--- config.mk ---
export PLATFORM = sky130hd
export DESIGN_NAME = baud_tick_gen
export DESIGN_NICKNAME = d
export VERILOG_FILES = /design/src/rtl/baud_pkg.sv /design/src/rtl/baud_regs.sv /design/src/rtl/baud_prescaler.sv /design/src/rtl/baud_bitdiv.sv /design/src/rtl/baud_tick_gen.sv
export SDC_FILE = /design/constraint.sdc
export NUM_CORES = 1
export LEC_CHECK = 0
export BUFFER_PORTS_ARGS = -buffer_cell sky130_fd_sc_hd__buf_2
export CAP_MARGIN = 30
export CORE_MARGIN = 8
export CORE_UTILIZATION = 35
export CTS_BUF_LIST = sky130_fd_sc_hd__clkbuf_8 sky130_fd_sc_hd__clkbuf_16
export DETAILED_ROUTE_END_ITERATION = 7
export GPL_TIMING_DRIVEN = 1
export PLACE_DENSITY = 0.49
export SYNTH_ARGS = -nofsm -noshare
export SYNTH_HDL_FRONTEND = slang
export SYNTH_SLANG_ARGS = --single-unit
--- constraint.sdc ---
create_clock -name clk -period 5.3 [get_ports clk]
set_input_delay 0.795 -clock clk [delete_from_list [all_inputs] [get_ports clk]]
set_output_delay 0.795 -clock clk [all_outputs]
set_load 0.01 [all_outputs]
--- src/rtl/baud_pkg.sv ---
package baud_pkg;
  localparam int DIV_W  = 13;
  localparam int BYTE_W = 8;
  localparam int FLAG_W = 2;
  localparam int OSR    = 16;
  localparam logic [BYTE_W-1:0] LO_RST = 8'h04;
endpackage

--- src/rtl/baud_regs.sv ---
module baud_regs #(
  parameter int DIV_W  = baud_pkg::DIV_W,
  parameter int BYTE_W = baud_pkg::BYTE_W,
  parameter int FLAG_W = baud_pkg::FLAG_W,
  parameter logic [BYTE_W-1:0] LO_RST = baud_pkg::LO_RST
) (
  input  logic              clk,
  input  logic              rst_n,
  input  logic              wr_en,
  input  logic              wr_sel,
  input  logic [BYTE_W-1:0] wr_data,
  input  logic              rd_sel,
  output logic [BYTE_W-1:0] rd_data,
  output logic [DIV_W-1:0]  div_o,
  output logic              commit_o
);
  localparam int HI_W  = DIV_W - BYTE_W;
  localparam int PAD_W = BYTE_W - FLAG_W - HI_W;

  logic [HI_W-1:0]   stage_q, stage_d;
  logic [FLAG_W-1:0] flag_q, flag_d;
  logic [DIV_W-1:0]  div_q, div_d;
  logic              wr_hi, wr_lo;
  logic [BYTE_W-1:0] hi_view;

  assign wr_hi = wr_en & ~wr_sel;
  assign wr_lo = wr_en &  wr_sel;

  always_comb begin
    stage_d = stage_q;
    flag_d  = flag_q;
    div_d   = div_q;
    if (wr_hi) begin
      stage_d = wr_data[HI_W-1:0];
      flag_d  = wr_data[BYTE_W-1 -: FLAG_W];
    end
    if (wr_lo) begin
      div_d = {stage_q, wr_data};
    end
  end

  always_ff @(posedge clk or negedge rst_n) begin
    if (!rst_n) begin
      stage_q <= '0;
      flag_q  <= '0;
      div_q   <= {{HI_W{1'b0}}, LO_RST};
    end else begin
      if (wr_hi) begin
        stage_q <= stage_d;
        flag_q  <= flag_d;
      end
      if (wr_lo) begin
        div_q <= div_d;
      end
    end
  end

  generate
    if (PAD_W > 0) begin : g_pad
      assign hi_view = {flag_q, {PAD_W{1'b0}}, div_q[DIV_W-1:BYTE_W]};
    end else begin : g_nopad
      assign hi_view = {flag_q, div_q[DIV_W-1:BYTE_W]};
    end
  endgenerate

  assign rd_data  = rd_sel ? div_q[BYTE_W-1:0] : hi_view;
  assign div_o    = div_q;
  assign commit_o = wr_lo;
endmodule

--- src/rtl/baud_prescaler.sv ---
module baud_prescaler #(
  parameter int DIV_W = baud_pkg::DIV_W
) (
  input  logic             clk,
  input  logic             rst_n,
  input  logic             run,
  input  logic             restart,
  input  logic [DIV_W-1:0] div,
  output logic             tick
);
  logic [DIV_W-1:0] cnt_q, cnt_d;
  logic             terminal;

  assign terminal = (cnt_q == DIV_W'(div - 1'b1));
  assign tick     = run & terminal;

  always_comb begin
    if (!run || restart) begin
      cnt_d = '0;
    end else if (terminal) begin
      cnt_d = '0;
    end else begin
      cnt_d = cnt_q + 1'b1;
    end
  end

  always_ff @(posedge clk or negedge rst_n) begin
    if (!rst_n) begin
      cnt_q <= '0;
    end else begin
      cnt_q <= cnt_d;
    end
  end
endmodule

--- src/rtl/baud_bitdiv.sv ---
module baud_bitdiv #(
  parameter int OSR = baud_pkg::OSR
) (
  input  logic clk,
  input  logic rst_n,
  input  logic run,
  input  logic restart,
  input  logic osr_tick,
  output logic bit_tick
);
  localparam int OSR_W = $clog2(OSR);

  logic [OSR_W-1:0] bcnt_q, bcnt_d;
  logic             last;

  assign last     = (bcnt_q == OSR_W'(OSR - 1));
  assign bit_tick = osr_tick & last;

  always_comb begin
    if (!run || restart) begin
      bcnt_d = '0;
    end else if (osr_tick) begin
      bcnt_d = last ? '0 : bcnt_q + 1'b1;
    end else begin
      bcnt_d = bcnt_q;
    end
  end

  always_ff @(posedge clk or negedge rst_n) begin
    if (!rst_n) begin
      bcnt_q <= '0;
    end else begin
      bcnt_q <= bcnt_d;
    end
  end
endmodule

--- src/rtl/baud_tick_gen.sv ---
module baud_tick_gen #(
  parameter int DIV_W  = baud_pkg::DIV_W,
  parameter int BYTE_W = baud_pkg::BYTE_W,
  parameter int OSR    = baud_pkg::OSR
) (
  input  logic              clk,
  input  logic              rst_n,
  input  logic              wr_en,
  input  logic              wr_sel,
  input  logic [BYTE_W-1:0] wr_data,
  input  logic              rd_sel,
  output logic [BYTE_W-1:0] rd_data,
  input  logic              tx_en,
  input  logic              rx_en,
  output logic              osr_tick,
  output logic              bit_tick
);
  logic [1:0]       sync_q;
  logic             rst_sync_n;
  logic             en_q, en_d;
  logic             run;
  logic             commit;
  logic [DIV_W-1:0] div_work;

  always_ff @(posedge clk or negedge rst_n) begin
    if (!rst_n) begin
      sync_q <= '0;
    end else begin
      sync_q <= {sync_q[0], 1'b1};
    end
  end
  assign rst_sync_n = sync_q[1];

  assign en_d = tx_en | rx_en;

  always_ff @(posedge clk or negedge rst_sync_n) begin
    if (!rst_sync_n) begin
      en_q <= 1'b0;
    end else begin
      en_q <= en_d;
    end
  end

  assign run = en_q & (div_work != '0);

  baud_regs #(.DIV_W(DIV_W), .BYTE_W(BYTE_W)) u_regs (
    .clk      (clk),
    .rst_n    (rst_sync_n),
    .wr_en    (wr_en),
    .wr_sel   (wr_sel),
    .wr_data  (wr_data),
    .rd_sel   (rd_sel),
    .rd_data  (rd_data),
    .div_o    (div_work),
    .commit_o (commit)
  );

  baud_prescaler #(.DIV_W(DIV_W)) u_pre (
    .clk     (clk),
    .rst_n   (rst_sync_n),
    .run     (run),
    .restart (commit),
    .div     (div_work),
    .tick    (osr_tick)
  );

  baud_bitdiv #(.OSR(OSR)) u_bit (
    .clk      (clk),
    .rst_n    (rst_sync_n),
    .run      (run),
    .restart  (commit),
    .osr_tick (osr_tick),
    .bit_tick (bit_tick)
  );
endmodule

==> results by group <==
Status
  – Run status: completed

Critical path
  – Reg-to-reg slack, setup: 2.37 ns
  – Worst-path cell chain: inv_1, ha_1, or3b_2, or3_1, a21o_1, o211ai_1, nand4_1, nor3_1, buf_2
  – Crit end category: primary output
  – Buffers plus inverters on the worst setup path: 2
  – Worst R2R Path Depth: 6
  – CP peak stage delay: 0.55 ns
  – Critical-path top delay cell: or3b_2
  – Worst Setup Start Kind: flip-flop
  – Critical path arrival: 2.94 ns
  – CP top delay family: simple AND/OR/NAND/NOR gates
  – R2r startpoint: u_regs.div_o[2]
  – RR Endpoint: u_pre.cnt_q[1]
  – Largest fanout on the critical path: 7
  – Critical path class: reg2out
  – Critical path depth in cells: 9
  – Crit path required time: 4.51 ns

GRT
  – First-pass GRT wire length: 8.928 mm
  – Initial antenna violation count: 0
  – Overall Global Routing Usage: 11.39%
  – Largest net degree at the start of global routing: 39
  – Total gr overflow: 0
  – Vias in the first global route: 1816

Power and ir drop
  – Peak supply drop: 0.1207 mV
  – Power Density: 306.1 nW/um^2
  – P_leak: 1.096 nW

STA
  – Highest clock rate: 0.2677 GHz
  – Final Hold Fails: 0
  – Setup_tns: 0 ns
  – Slew HR: 46.89%
  – Final worst path period share: 70.49%
  – Final setup vio count: 0
  – Worst Skew: 0.008911 ns
  – Worst Tran Pin Value: 0.7867 ns
  – Pins over their slew limit: 0
  – RSZ-0062 raised after global routing: false
  – Final min period: 3.736 ns

Final layout
  – Fillers: 650
  – Commonest non-fill, non-tap cell in the layout: dfrtp_1
  – Most frequent cells in the layout: dfrtp_1, mux2_2, buf_2
  – Final Non-Filler Cells: 324
  – P&R area growth vs syn: 12.12%
  – Share of cells above drive strength 1: 27.87%
  – Final layout net count: 261
  – Antenna cells: 0

Route
  – Highest routed layer: met4
  – Routed wire length: 5.125 mm
  – DR DRC count: 0
  – DRT met1 WL: 2.567 mm
  – Via count: 1715
  – DR vias/cell: 5.293
  – DRT antenna net count: 0
  – Met2 wire len: 2.306 mm
  – Length of routed met3 wiring: 209 um
  – Drt pass-1 iters: 4
  – WL/cell: 15.82 um
  – Iter 0 DRT Violations: 121

Synth
  – Post-Synthesis Net Count: 241
  – Library cells used by synthesis: 51
  – Mapped Cells: 223
  – Post-synth top area cell: dfrtp_1
  – Async SR Flop Fraction: 100.0%
  – Ys Warns: 0
  – Yosys top cell area share: 41.64%
  – Sequential element share of the synthesized area: 42.77%
  – Syn Area/Cell: 10.51 sq um
  – Ranking of synthesized cells by area: dfrtp_1, mux2_2, xor2_1
  – Synth Register Bits: 40
  – Post-synth EDFFs: 0
  – Ys flop type: dfrtp_1
  – Synthesized cell area: 2343 sq um

Run
  – Max-Cap Viols: 0

Clock tree
  – Skew-Pair Late Insertion Delay: 0.29 ns
  – Worst-case clock buffer depth: 2
  – CTS buffer count: 5
  – H-tree depth: 2
  – CTS root buffer: clkbuf_8
  – Postcts setup bufs: 0
  – Cts repair resizes: 0
  – Hold Buf Count CTS: 0
  – CTS sink cnt: 40
  – CTS clk-pin slew, worst paths: 0.08 ns
  – CTS tree: done

Floorplan
  – Die Footprint: 9570 sq um
  – Core Box Area: 6644 sq um
  – Chip height: 97.83 um
  – I/O Pins: 25
  – Initial core utilization: 35.27%
  – Die Span X: 97.83 um
  – Row cnt: 30

Worst hold path
  – HP Class: in2async

Place
  – Gpl congestion: 0.7481
  – Port bufs: 24
  – Cell count after placement: 316
  – Detailed Place HPWL: 3.815 mm
## layout make-up
class                   instances  area, sq um  share of cell area [%]
multi-input cells             166         1267                   48.24
inverters                       4        15.01                  0.5714
well taps                      80        100.1                   3.810
flip-flops and latches         40         1002                   38.14
clock inverters                 3        38.79                   1.476
clock buffers                   5        68.82                   2.619
repair buffers                 26        135.1                   5.143
## registers in the layout, indices dropped and copies added (netlist names)
signal,count
u_bit.bcnt_q,4
u_pre.cnt_q,13
u_regs.div_o,13
u_regs.stage_q,5
sync_q,2
u_regs.flag_q,2
en_q,1
## per-stage QoR
step / hold slack, ns / area [sq um] / setup slack [ns] / util, % / power [mW]
after floorplan: 0.3312 / 2344 / 2.029 / - / 0.5163
after global placement: 0.3165 / 2520 / 1.961 / 37.93 / 0.5668
after detailed placement: 0.3139 / 2520 / 1.869 / 37.93 / 0.5703
after CTS: 0.2619 / 2628 / 1.538 / 39.55 / 0.8163
after global routing: 0.2538 / 2628 / 1.320 / 39.55 / 0.8549
final: 0.2720 / 2628 / 1.564 / 39.55 / 0.8042
## worst max-delay path by stage
stage / startpoint / to / slack [ns]
after floorplan: u_regs.div_o[0] / bit_tick / 2.03
after global placement: u_regs.div_o[0] / bit_tick / 1.96
after detailed placement: u_regs.div_o[0] / bit_tick / 1.87
after CTS: u_regs.div_o[0] / bit_tick / 1.54
after global routing: u_regs.div_o[0] / bit_tick / 1.32
final: u_regs.div_o[0] / bit_tick / 1.56
## worst reg2reg max path, delay by kind of cell, from the launching register on
family	cells	cell delay, ns
and+or+nand+nor	4	1.75
AOI/OAI and AO/OA	2	0.62
DFF	1	0.43
## synthesized netlist by cell type, drive strengths merged (2+ instances only)
| master | n |
|---|---|
| inv | 4 |
| nand2b | 3 |
| clkbuf | 9 |
| o21ai | 3 |
| and2 | 3 |
| buf | 4 |
| dfrtp | 39 |
| ha | 3 |
| nor3 | 18 |
| nand2 | 6 |
| o31ai | 4 |
| nand4 | 5 |
| a21o | 2 |
| xor2 | 16 |
| nor3b | 2 |
| o211ai | 3 |
| xnor2 | 11 |
| mux2 | 29 |
| or3 | 4 |
| nand3 | 9 |
| and3 | 5 |
| or4 | 3 |
| nor2 | 9 |
| a211oi | 2 |
| a21oi | 2 |
| or2 | 2 |
| nor4 | 4 |
## metal layers
metal	global-route usage (%)	vias to the layer above
li1	-	852
met1	14.12	834
met2	18.44	25
met3	3.841	4
met4	2.878	0
met5	0	-
## power by group
| part | internal, mW | leakage (nW) | total [mW] | switching (mW) |
|---|---|---|---|---|
| sequential | 0.338 | 0.502 | 0.386 | 0.0483 |
| combinational | 0.0893 | 0.534 | 0.176 | 0.0865 |
| clock | 0.138 | 0.0593 | 0.243 | 0.105 |
| total | 0.565 | 1.10 | 0.804 | 0.240 |
## logic make-up (layout without fill, tap and decap cells)
group                    Yosys count  after routing  share of synthesized area (%)
AND/OR/NAND/NOR                   80             80                          19.81
flip-flops                        40             40                          42.77
multiplexers                      30             30                          14.36
XOR/XNOR                          27             27                          10.09
AO/OA/AOI/OAI                     25             25                          8.062
buffers and inverters             17             38                          3.150
adder cells (fa/ha/maj)            3              3                          1.602
other                              1              1                         0.1600
Power figures use the tool's default switching activity.
